===== src/rtl/lbc_pkg.sv =====
package lbc_pkg;

  // number of data cycles in a block transfer and its beat index width
  localparam int BLK_LEN = 4;
  localparam int BEAT_W  = 2;
  localparam int LEFT_W  = 3;

  typedef struct packed {
    logic misalign;
    logic unmapped;
  } cause_t;

endpackage


===== src/rtl/lbc_arb.sv =====
module lbc_arb #(
  parameter int NM   = 2,
  parameter int MIDW = (NM > 1) ? $clog2(NM) : 1
) (
  input  logic            open_i,
  input  logic [NM-1:0]   req_i,
  output logic [NM-1:0]   gnt_o,
  output logic            start_o,
  output logic [MIDW-1:0] own_o
);

  logic found;

  // lowest index wins; master 0 is also the parking owner
  always_comb begin
    found = 1'b0;
    own_o = '0;
    for (int i = 0; i < NM; i++) begin
      if (req_i[i] && !found) begin
        found = 1'b1;
        own_o = MIDW'(i);
      end
    end
  end

  always_comb begin
    gnt_o = '0;
    if (open_i) begin
      if (found) gnt_o[own_o] = 1'b1;
      else       gnt_o[0]     = 1'b1;
    end
  end

  assign start_o = open_i && found;

endmodule


===== src/rtl/lbc_decode.sv =====
module lbc_decode
  import lbc_pkg::*;
#(
  parameter int AW   = 16,
  parameter int NREG = 2,
  parameter logic [NREG-1:0][AW-1:0] REG_BASE = {16'h8000, 16'h0000},
  parameter logic [NREG-1:0][AW-1:0] REG_MASK = {16'hFC00, 16'hF000}
) (
  input  logic [AW-1:0] addr_i,
  input  logic          blk_i,
  output cause_t        cause_o
);

  logic [NREG-1:0] hit;

  for (genvar r = 0; r < NREG; r++) begin : g_region
    assign hit[r] = ((addr_i & REG_MASK[r]) == REG_BASE[r]);
  end

  assign cause_o.unmapped = ~|hit;
  assign cause_o.misalign = blk_i && (addr_i[BEAT_W-1:0] != '0);

endmodule


===== src/rtl/lbc_seq.sv =====
module lbc_seq
  import lbc_pkg::*;
#(
  parameter int NM   = 2,
  parameter int AW   = 16,
  parameter int DW   = 32,
  parameter int MIDW = (NM > 1) ? $clog2(NM) : 1
) (
  input  logic                   clk_i,
  input  logic                   rst_ni,
  input  logic                   start_i,
  input  logic [MIDW-1:0]        own_i,
  input  logic [NM-1:0][AW-1:0]  m_addr,
  input  logic [NM-1:0]          m_write,
  input  logic [NM-1:0]          m_blk,
  input  logic [NM-1:0][DW-1:0]  m_wdata,
  input  cause_t                 cause_i,
  input  logic [DW-1:0]          s_rdata,
  output logic [AW-1:0]          aph_addr_o,
  output logic                   aph_blk_o,
  output logic                   open_o,
  output logic [LEFT_W-1:0]      d_left_o,
  output logic [NM-1:0]          m_dvld,
  output logic [NM-1:0]          m_err,
  output logic [DW-1:0]          m_rdata,
  output logic                   s_valid,
  output logic                   s_write,
  output logic [AW-1:0]          s_addr,
  output logic [DW-1:0]          s_wdata,
  output logic                   cap_o,
  output logic [AW-1:0]          cap_addr_o,
  output logic [MIDW-1:0]        cap_mid_o,
  output logic                   cap_write_o,
  output logic                   cap_blk_o,
  output cause_t                 cap_cause_o
);

  // address stage
  logic            aph_v, aph_v_n;
  logic [MIDW-1:0] aph_own, aph_own_n;
  logic            aph_write;

  // data stage
  logic [LEFT_W-1:0] d_left, d_left_n;
  logic [BEAT_W-1:0] d_beat, d_beat_n;
  logic [MIDW-1:0]   d_own, d_own_n;
  logic              d_write, d_write_n;
  logic              d_blk, d_blk_n;
  logic              d_err, d_err_n;
  cause_t            d_cause, d_cause_n;
  logic [AW-1:0]     d_base, d_base_n;
  logic              d_act;

  assign aph_addr_o = m_addr[aph_own];
  assign aph_blk_o  = m_blk[aph_own];
  assign aph_write  = m_write[aph_own];

  // next cycle may be an address cycle only if no data cycle is pending two cycles out
  assign open_o   = (d_left < LEFT_W'(3)) && !(aph_v && aph_blk_o);
  assign d_left_o = d_left;

  always_comb begin
    aph_v_n   = start_i;
    aph_own_n = start_i ? own_i : aph_own;
    d_left_n  = d_left;
    d_beat_n  = d_beat;
    d_own_n   = d_own;
    d_write_n = d_write;
    d_blk_n   = d_blk;
    d_err_n   = d_err;
    d_cause_n = d_cause;
    d_base_n  = d_base;
    if (aph_v) begin
      d_left_n  = aph_blk_o ? LEFT_W'(BLK_LEN) : LEFT_W'(1);
      d_beat_n  = '0;
      d_own_n   = aph_own;
      d_write_n = aph_write;
      d_blk_n   = aph_blk_o;
      d_err_n   = cause_i.unmapped || cause_i.misalign;
      d_cause_n = cause_i;
      d_base_n  = aph_addr_o;
    end else if (d_left != '0) begin
      d_left_n = d_left - LEFT_W'(1);
      d_beat_n = d_beat + BEAT_W'(1);
    end
  end

  always_ff @(posedge clk_i or negedge rst_ni) begin
    if (!rst_ni) begin
      aph_v   <= 1'b0;
      aph_own <= '0;
      d_left  <= '0;
      d_beat  <= '0;
      d_own   <= '0;
      d_write <= 1'b0;
      d_blk   <= 1'b0;
      d_err   <= 1'b0;
      d_cause <= '0;
      d_base  <= '0;
    end else begin
      aph_v   <= aph_v_n;
      aph_own <= aph_own_n;
      d_left  <= d_left_n;
      d_beat  <= d_beat_n;
      d_own   <= d_own_n;
      d_write <= d_write_n;
      d_blk   <= d_blk_n;
      d_err   <= d_err_n;
      d_cause <= d_cause_n;
      d_base  <= d_base_n;
    end
  end

  assign d_act = (d_left != '0);

  always_comb begin
    m_dvld = '0;
    m_err  = '0;
    if (d_act) begin
      m_dvld[d_own] = 1'b1;
      m_err[d_own]  = d_err;
    end
  end

  assign s_valid = d_act && !d_err;
  assign s_write = d_write;
  assign s_addr  = {d_base[AW-1:BEAT_W], d_base[BEAT_W-1:0] | d_beat};
  assign s_wdata = m_wdata[d_own];
  assign m_rdata = (s_valid && !d_write) ? s_rdata : '0;

  // a faulting transfer is recorded once, in its first data cycle
  assign cap_o       = d_act && d_err && (d_beat == '0);
  assign cap_addr_o  = d_base;
  assign cap_mid_o   = d_own;
  assign cap_write_o = d_write;
  assign cap_blk_o   = d_blk;
  assign cap_cause_o = d_cause;

endmodule


===== src/rtl/lbc_errcap.sv =====
module lbc_errcap
  import lbc_pkg::*;
#(
  parameter int AW   = 16,
  parameter int DW   = 32,
  parameter int MIDW = 1
) (
  input  logic            clk_i,
  input  logic            rst_ni,
  input  logic            clr_i,
  input  logic            cap_i,
  input  logic [AW-1:0]   addr_i,
  input  logic [DW-1:0]   data_i,
  input  logic [MIDW-1:0] mid_i,
  input  logic            write_i,
  input  logic            blk_i,
  input  cause_t          cause_i,
  output logic            valid_o,
  output logic            ovf_o,
  output logic [AW-1:0]   addr_o,
  output logic [DW-1:0]   data_o,
  output logic [MIDW-1:0] mid_o,
  output logic            write_o,
  output logic            blk_o,
  output cause_t          cause_o
);

  logic valid_n, ovf_n, load;

  // a clear in the same cycle as a new fault makes room for it
  assign load = cap_i && (!valid_o || clr_i);

  always_comb begin
    valid_n = valid_o;
    ovf_n   = ovf_o;
    if (clr_i) begin
      valid_n = 1'b0;
      ovf_n   = 1'b0;
    end
    if (load)               valid_n = 1'b1;
    else if (cap_i)         ovf_n   = 1'b1;
  end

  always_ff @(posedge clk_i or negedge rst_ni) begin
    if (!rst_ni) begin
      valid_o <= 1'b0;
      ovf_o   <= 1'b0;
    end else begin
      valid_o <= valid_n;
      ovf_o   <= ovf_n;
    end
  end

  always_ff @(posedge clk_i or negedge rst_ni) begin
    if (!rst_ni) begin
      addr_o  <= '0;
      data_o  <= '0;
      mid_o   <= '0;
      write_o <= 1'b0;
      blk_o   <= 1'b0;
      cause_o <= '0;
    end else if (load) begin
      addr_o  <= addr_i;
      data_o  <= data_i;
      mid_o   <= mid_i;
      write_o <= write_i;
      blk_o   <= blk_i;
      cause_o <= cause_i;
    end
  end

endmodule


===== src/rtl/lbus_ctrl.sv =====
module lbus_ctrl
  import lbc_pkg::*;
#(
  parameter int NM   = 2,
  parameter int AW   = 16,
  parameter int DW   = 32,
  parameter int NREG = 2,
  parameter logic [NREG-1:0][AW-1:0] REG_BASE = {16'h8000, 16'h0000},
  parameter logic [NREG-1:0][AW-1:0] REG_MASK = {16'hFC00, 16'hF000},
  localparam int MIDW = (NM > 1) ? $clog2(NM) : 1
) (
  input  logic                  clk_i,
  input  logic                  rst_ni,
  input  logic [NM-1:0]         m_req,
  output logic [NM-1:0]         m_gnt,
  input  logic [NM-1:0][AW-1:0] m_addr,
  input  logic [NM-1:0]         m_write,
  input  logic [NM-1:0]         m_blk,
  input  logic [NM-1:0][DW-1:0] m_wdata,
  output logic [NM-1:0]         m_dvld,
  output logic [NM-1:0]         m_err,
  output logic [DW-1:0]         m_rdata,
  output logic                  s_valid,
  output logic                  s_write,
  output logic [AW-1:0]         s_addr,
  output logic [DW-1:0]         s_wdata,
  input  logic [DW-1:0]         s_rdata,
  input  logic                  ec_clr,
  output logic                  ec_valid,
  output logic                  ec_ovf,
  output logic [AW-1:0]         ec_addr,
  output logic [DW-1:0]         ec_data,
  output logic [MIDW-1:0]       ec_mid,
  output logic                  ec_write,
  output logic                  ec_blk,
  output logic [1:0]            ec_cause
);

  // reset asserts at once and leaves on a clock edge
  logic [1:0] rst_sync;
  logic       rst_n;

  always_ff @(posedge clk_i or negedge rst_ni) begin
    if (!rst_ni) rst_sync <= '0;
    else         rst_sync <= {rst_sync[0], 1'b1};
  end
  assign rst_n = rst_sync[1];

  logic              seq_open, arb_open, start;
  logic [MIDW-1:0]   own;
  logic [AW-1:0]     aph_addr;
  logic              aph_blk;
  cause_t            dec_cause;
  logic [LEFT_W-1:0] d_left;
  logic              cap;
  logic [AW-1:0]     cap_addr;
  logic [MIDW-1:0]   cap_mid;
  logic              cap_write, cap_blk;
  cause_t            cap_cause, ec_cause_s;

  assign arb_open = seq_open && rst_n;

  lbc_arb #(.NM(NM), .MIDW(MIDW)) u_arb (
    .open_i  (arb_open),
    .req_i   (m_req),
    .gnt_o   (m_gnt),
    .start_o (start),
    .own_o   (own)
  );

  lbc_decode #(.AW(AW), .NREG(NREG), .REG_BASE(REG_BASE), .REG_MASK(REG_MASK)) u_dec (
    .addr_i  (aph_addr),
    .blk_i   (aph_blk),
    .cause_o (dec_cause)
  );

  lbc_seq #(.NM(NM), .AW(AW), .DW(DW), .MIDW(MIDW)) u_seq (
    .clk_i       (clk_i),
    .rst_ni      (rst_n),
    .start_i     (start),
    .own_i       (own),
    .m_addr      (m_addr),
    .m_write     (m_write),
    .m_blk       (m_blk),
    .m_wdata     (m_wdata),
    .cause_i     (dec_cause),
    .s_rdata     (s_rdata),
    .aph_addr_o  (aph_addr),
    .aph_blk_o   (aph_blk),
    .open_o      (seq_open),
    .d_left_o    (d_left),
    .m_dvld      (m_dvld),
    .m_err       (m_err),
    .m_rdata     (m_rdata),
    .s_valid     (s_valid),
    .s_write     (s_write),
    .s_addr      (s_addr),
    .s_wdata     (s_wdata),
    .cap_o       (cap),
    .cap_addr_o  (cap_addr),
    .cap_mid_o   (cap_mid),
    .cap_write_o (cap_write),
    .cap_blk_o   (cap_blk),
    .cap_cause_o (cap_cause)
  );

  lbc_errcap #(.AW(AW), .DW(DW), .MIDW(MIDW)) u_cap (
    .clk_i   (clk_i),
    .rst_ni  (rst_n),
    .clr_i   (ec_clr),
    .cap_i   (cap),
    .addr_i  (cap_addr),
    .data_i  (cap_write ? s_wdata : '0),
    .mid_i   (cap_mid),
    .write_i (cap_write),
    .blk_i   (cap_blk),
    .cause_i (cap_cause),
    .valid_o (ec_valid),
    .ovf_o   (ec_ovf),
    .addr_o  (ec_addr),
    .data_o  (ec_data),
    .mid_o   (ec_mid),
    .write_o (ec_write),
    .blk_o   (ec_blk),
    .cause_o (ec_cause_s)
  );

  assign ec_cause = ec_cause_s;

endmodule


===== config.mk =====
export PLATFORM = sky130hd
export DESIGN_NAME = lbus_ctrl
export DESIGN_NICKNAME = d
export VERILOG_FILES = /design/src/rtl/lbc_pkg.sv /design/src/rtl/lbc_arb.sv /design/src/rtl/lbc_decode.sv /design/src/rtl/lbc_seq.sv /design/src/rtl/lbc_errcap.sv /design/src/rtl/lbus_ctrl.sv
export SDC_FILE = /design/constraint.sdc
export NUM_CORES = 1
export LEC_CHECK = 0
export BUFFER_PORTS_ARGS = -buffer_cell sky130_fd_sc_hd__buf_2
export CORE_AREA = 2 2 108 110
export CTS_CLUSTER_DIAMETER = 120
export DETAILED_ROUTE_END_ITERATION = 12
export DIE_AREA = 0 0 110 112
export GPL_ROUTABILITY_DRIVEN = 0
export HOLD_SLACK_MARGIN = 0.12
export PLACE_DENSITY = 0.81
export SKIP_CTS_REPAIR_TIMING = 1
export SYNTH_ARGS = -nofsm -noshare
export SYNTH_HDL_FRONTEND = slang
export SYNTH_HIERARCHICAL = 1
export SYNTH_SLANG_ARGS = --single-unit

===== constraint.sdc =====
create_clock -name clk_i -period 5.5 [get_ports clk_i]
set_input_delay 1.1 -clock clk_i [delete_from_list [all_inputs] [get_ports clk_i]]
set_output_delay 1.1 -clock clk_i [all_outputs]
set_load 0.01 [all_outputs]

### Word level (Yosys, flattened, before mapping)

Cells that the tools add are included.

* $add $sub $neg: 2
* $lt $le $gt $ge: 6
* equality and inequality tests: 1
* muxes and demuxes: 32
* bitwise operators: 2
* reduce and logical (&&, ||, !) cells: 28

Operators with widths (count)
* $mux 32: 4
* $mux 16: 2
* $logic_not 16->1: 1
* $mux 1: 16
* $logic_and 1x1->1: 13
* $mux 2: 5
* $mux 3: 3
* $eq 6x6->1 const B: 1
* $logic_not 1->1: 6
* $lt 1x2->1 const B: 3
* $reduce_bool 2->1: 3
* $lt 3x2->1 const B: 1
* $reduce_bool 3->1: 1
* $sub 3x1->3 const B: 1
* $add 2x1->2 const B: 1
* $and 2x2->2: 1
* $demux 1 s1: 2
* $ge 1x1->1 const B: 2
* $logic_not 2->1: 1
* $logic_or 1x1->1: 2
* $or 2x2->2: 1
* $reduce_or 2->1: 1

* register bits: 86
* input port bits: 137
* word-level logic and storage cells: 92

### Depth between registers and ports, before layout

* depth after elaboration: 10
* mapped depth: 7
* depth with buffers taken out: 6

### Cells and area by module

The synthesis kept the hierarchy.

Modules (own cells, without submodules)
* lbc_errcap: times used 1, cells each 118, area an instance 2257.2 um^2, seq. area each 1376.3 um^2
* lbc_seq: times used 1, cells each 217, area an instance 2222.1 um^2, seq. area each 725.7 um^2
* lbus_ctrl: times used 1, cells each 39, area an instance 315.3 um^2, seq. area each 50.0 um^2
* lbc_arb: times used 1, cells each 4, area an instance 33.8 um^2, seq. area each 0.0 um^2
* lbc_decode: times used 1, cells each 4, area an instance 26.3 um^2, seq. area each 0.0 um^2

### Worst setup path after synthesis

No wires, ideal clock.

* path kind: register to output
* start: register rst_sync[1]
* end: output m_gnt[0]
* arrival time: 2.686 ns
* required time: 4.400 ns
* path slack: 1.714 ns
* stages on the path, launching flop included: 3
* buffers on the path: 0
* path through: dfrtp_1 > and2_1 > nor2b_1

* cells in the longest elaborated chain, start to end: 2

RTL lines
* start, declared: RTL line lbus_ctrl.sv:40 `logic [1:0] rst_sync;`
* start signal, assigned: RTL line lbus_ctrl.sv:45 `else rst_sync <= {rst_sync[0], 1'b1};`
* $logic_and 1x1->1: RTL line lbus_ctrl.sv:61 `assign arb_open = seq_open && rst_n;`
* net arb_open: RTL line lbus_ctrl.sv:49 `logic seq_open, arb_open, start;`
* $mux 2: RTL line lbc_arb.sv:28 `if (open_i) begin`
* end, declared: RTL line lbus_ctrl.sv:15 `output logic [NM-1:0] m_gnt,`

The timed path passes the listed nets, and every way through them passes these cells.

### Worst setup path in the final report

* start: register u_seq.aph_own
* end: output m_gnt[0]

* cells in the longest elaborated chain, start to end: 7

RTL lines
* start, declared: RTL line lbc_seq.sv:40 `logic [MIDW-1:0] aph_own, aph_own_n;`
* start signal, assigned: RTL line lbc_seq.sv:102 `aph_own <= aph_own_n;`
* $mux 1 (not written as such) (2 in a row): RTL line lbc_seq.sv:55 `assign aph_blk_o = m_blk[aph_own];`
* net aph_blk: RTL line lbus_ctrl.sv:52 `logic aph_blk;`
* $logic_and 1x1->1: RTL line lbc_seq.sv:59 `assign open_o = (d_left < LEFT_W'(3)) && !(aph_v && aph_blk_o);`
* $logic_not 1->1: RTL line lbc_seq.sv:59
* $logic_and 1x1->1: RTL line lbc_seq.sv:59
* net seq_open: RTL line lbus_ctrl.sv:49
* $logic_and 1x1->1: RTL line lbus_ctrl.sv:61
* net arb_open: RTL line lbus_ctrl.sv:49
* $mux 2: RTL line lbc_arb.sv:28

The timed path passes the listed nets, and every way through them passes these cells. The select of a mux whose other input is x is not followed.

==> flow_results.org <==
** Placement
- The count of buffers added on input and output ports is between 200 and 300.
- The placed instances occupy a cell area of 6180 sq um.
- Post-placement setup slack :: 2.23 ns
- The HPWL after detailed placement is around 10000 um.
- The number of placed instances, taps included, is 772.

** Critical path
- The signal on the critical path passes through mux2_2 > a221oi_1 > and2_1 > nor2b_1 > buf_2.
- The critical path is of the flip-flop to output port type.
- On the worst path, the slowest cell contributes a delay of 0.97 ns.
- For flop-to-flop paths, the worst setup slack is between 2 and 3 ns.
- Cell with the largest stage delay on the worst path :: sky130_fd_sc_hd__dfrtp_1
- Worst-path fanout max :: 20
- Depth of the worst register-to-register path :: 6
- STA puts the critical path data arrival time at around 2.5 ns.
- The worst register-to-register path ends at u_cap/addr_o[8].
- CP Capture Type :: output port
- STA classifies the critical path startpoint as a flip-flop.
- Startpoint of the lowest-slack register-to-register path :: u_seq/d_left_o[0]
- Data on the critical path is required at its endpoint by 4.40 ns.

** Die
- The floorplan step defined a die boundary enclosing between 10000 and 15000 sq um.
- Top-level port count :: 280
- The floorplan step set the die width to 110 um.
- Floorplan row count :: 39
- Chip height :: approximately 110 um
- For this configuration, the core starts out at a cell density of a little over two fifths.
- Core region area :: 11200 sq um

** Global routing
- Across every metal layer, demand over resource in global routing totals 21.2%.
- The via count of the first global-routing pass was between 3000 and 4000.
- For this run the aggregate overflow at the end of global routing stands at 0.
- The number of antenna violations at the first check in global routing is 0.
- Entering global routing, the biggest net connects 54 pins.
- Global-route wire length before repair :: approximately 20000 um

** Yosys
- Total nets after synthesis :: between 500 and 600
- Flip-flop cell with the highest count after synthesis :: sky130_fd_sc_hd__dfrtp_1
- Yosys mapped the design onto 35 distinct sky130hd cell types.
- Proportion of netlist area held by the largest area contributor :: between 40% and 50%
- Yosys mapped a number of flops with a built-in enable equal to 0.
- Flip-flop and latch count after synthesis :: between 80 and 90
- After technology mapping, the gate count stands at 382.
- During synthesis, Yosys emitted a total of 6 warnings.
- Summing the sequential cell areas from Yosys gives between 40 and 50% of the chip area.
- After synthesis, the mean cell area works out to approximately 13 sq um.
- Dominant cell type by area after synthesis :: sky130_fd_sc_hd__dfrtp_1
- The mapped netlist covers 4850 sq um.
- Async set-or-reset flop fraction in the synthesized netlist :: 100%
- Sorting the synthesized cells by area gives the leading types as sky130_fd_sc_hd__dfrtp_1 (44%), sky130_fd_sc_hd__mux2_4 (18%), sky130_fd_sc_hd__mux2_2 (13%), sky130_fd_sc_hd__and2_2 (7.7%), sky130_fd_sc_hd__nor2_1 (2.8%).

** Final layout
- Of the cells placed in the final design, the portion with a size suffix greater than 1 is 72.7%.
- Summing all non-filler instances in the final layout gives an area of 6490 sq um.
- Compared with the post-synthesis result, the final layout area differs by 33.8%.
- Number of nets in the layout :: 780
- Leaving out filler cells and counting taps, the final layout contains about 800.
- # diodes :: 0

** STA
- The worst path uses 64.9% of the clock period.
- Subtracting the final worst setup slack from the clock period gives 3.57 ns.
- On the final layout, the worst clock skew is between 0.007 and 0.008 ns.
- Tightest hold margin :: 0.326 ns
- Unrepaired setup endpoints after global routing :: no
- Based on the critical path, the design can be clocked at up to 0.280 GHz.
- Worst Setup Slack, final :: 1.93 ns
- The final-report max-slew violation count is 0.
- Tightest slew margin relative to the limit :: 29.1%
- Setup violations remaining at the end of the flow were counted as 0.
- Hold violation total from the final report :: 0
- After routing, the total negative slack on setup checks comes to 0 ns.
- Slew at the pin with the worst max-slew slack :: 1.06 ns

** Clocking
- The clock passes through at most 2 buffers.
- Number of levels the H-tree was split into :: 3
- Clk Tree Root Cell :: sky130_fd_sc_hd__clkbuf_16
- Number of sinks driven by the clock tree :: 86
- TritonCTS Buffers :: 9
- Clock Latency Late Sink :: 0.33 ns
- After clock tree synthesis, the clock-pin slew on the worst setup and hold paths is ~0.06 ns.
- Clock tree from TritonCTS :: built

** Outcome
- Outcome :: finished clean

** Route
- Routed via count divided by cell count :: 4.79
- Post-detailed-route DRC marker count :: 0
- Routed Antenna Nets :: 0
- Detailed routing inserted a total of 3774 vias.
- Avg WL per Cell :: around 16 um
- After the first detailed-routing iteration, the DRC count stood at 130.
- Post-detailed-routing wire length :: 12900 um
- The first TritonRoute pass finished after 4 iterations.

** Power
- Peak supply drop :: 0.000331 V
- Switch share :: a little over a third
- Combinational share of power :: 51.4%
- Sequential share of power :: 31.3%
- Net switching power :: ~1.3 mW
- The share of total power dissipated in the clock network is 17.3%.
- Cell internal power was estimated by the tool at 2.40 mW.
- For this design the ratio of total power to cell area is approximately 570 nW/um^2.
- In this run the static leakage power is approximately 3.5 nW.

** Min path
- Type of the worst min-delay path :: flip-flop to asynchronous set/reset pin

** Job
- Max-cap violations :: 0
worst max-delay path by stage:
stage	end	slack [ns]	from
global route	m_gnt[0]	1.71	u_seq/aph_own
global placement	m_gnt[0]	2.28	m_blk[1]
finish	m_gnt[0]	1.93	u_seq/aph_own
floorplan	m_gnt[0]	1.71	rst_sync[1]
detailed placement	m_gnt[0]	2.23	m_blk[0]
CTS	m_gnt[0]	1.90	u_seq/aph_own
registers in the layout (all words and copies together) (netlist names), 2 cells and up:
name               count
u_seq/d_left_o         3
rst_sync               2
u_seq/cap_cause_o      2
u_seq/d_beat           2
u_seq/cap_addr_o      16
u_cap/addr_o          16
u_cap/data_o          32
u_cap/cause_o          2
through the flow:
step | total power, mW | util (%)
floorplan | 2.58 | -
global placement | 3.03 | 55.3
detailed placement | 3.10 | 55.3
CTS | 3.76 | 58.1
global route | 3.97 | 58.1
finish | 3.72 | 58.1
synthesized netlist by cell type (3+ instances only):
cell                       count
sky130_fd_sc_hd__ha_1          3
sky130_fd_sc_hd__a21oi_1       4
sky130_fd_sc_hd__mux2_2       56
sky130_fd_sc_hd__buf_6        11
sky130_fd_sc_hd__nand2_1       4
sky130_fd_sc_hd__inv_1         4
sky130_fd_sc_hd__mux2_4       57
sky130_fd_sc_hd__buf_4        15
sky130_fd_sc_hd__dfrtp_1      86
sky130_fd_sc_hd__o21a_1        3
sky130_fd_sc_hd__and2_2       50
sky130_fd_sc_hd__buf_2         5
sky130_fd_sc_hd__nor2_1       36
sky130_fd_sc_hd__clkbuf_2      3
sky130_fd_sc_hd__nor2b_1       3
sky130_fd_sc_hd__and2_1       17
cell usage in the layout (no fill, tap or decap), drive strengths merged, types with 2 or more instances in the layout:
master	count
nor2	36
buf	283
and2	67
dfrtp	86
or2	3
bufinv	2
clkinv	4
nor2b	4
xnor2	2
nand2b	3
nor3	2
ha	3
o21ai	2
o21a	3
a21oi	4
clkbuf	10
inv	4
and3	2
mux2	113
nand2	5
critical path: cells and delay by family, from the launching register on:
family                 cells  cell delay (ns)
multiplexers               1             0.45
AO/OA/AOI/OAI              1             0.25
AND/OR/NAND/NOR            2             0.33
buffers and inverters      1             0.14
flip-flops                 1             0.97
power by group through the flow:
stage	logic, mW	clock network, mW	registers, mW
finish	1.91	0.642	1.16
global route	2.07	0.688	1.21
CTS	1.93	0.659	1.17
detailed placement	1.92	0	1.17
global placement	1.87	0	1.16
floorplan	1.37	0	1.21
layout make-up:
class / count / area (sq um)
timing repair buffer: 283 / 1430
fill: 908 / 4680
tap: 143 / 179
multi-input combinational: 255 / 2400
clock inverter: 6 / 86.3
inverter: 5 / 18.8
sequential: 86 / 2160
clock buffer: 10 / 229
kinds of logic (layout without fill, tap and decap cells):
kind of cell	count (synthesis)	in the layout	synth area share (%)
AO/OA/AOI/OAI	12	12	1.60
XOR/XNOR	2	2	0.361
adder cells (fa/ha/maj)	3	3	0.773
buffers and inverters	41	304	6.24
flip-flops	86	86	44.3
multiplexers	114	114	30.8
other	1	1	0.0772
AND/OR/NAND/NOR	123	123	15.8
layer usage:
| metal | wire length (um) | part of all wire, % | track usage (%) |
|---|---|---|---|
| met1 | 5270 | 41 | 26.6 |
| met2 | 6320 | 49 | 34.6 |
| met3 | 905 | 7.0 | 4.45 |
| met4 | 412 | 3.2 | 9.62 |
| met5 | 0 | 0 | 0 |
Note: power is estimated with default switching activity, not from simulation.
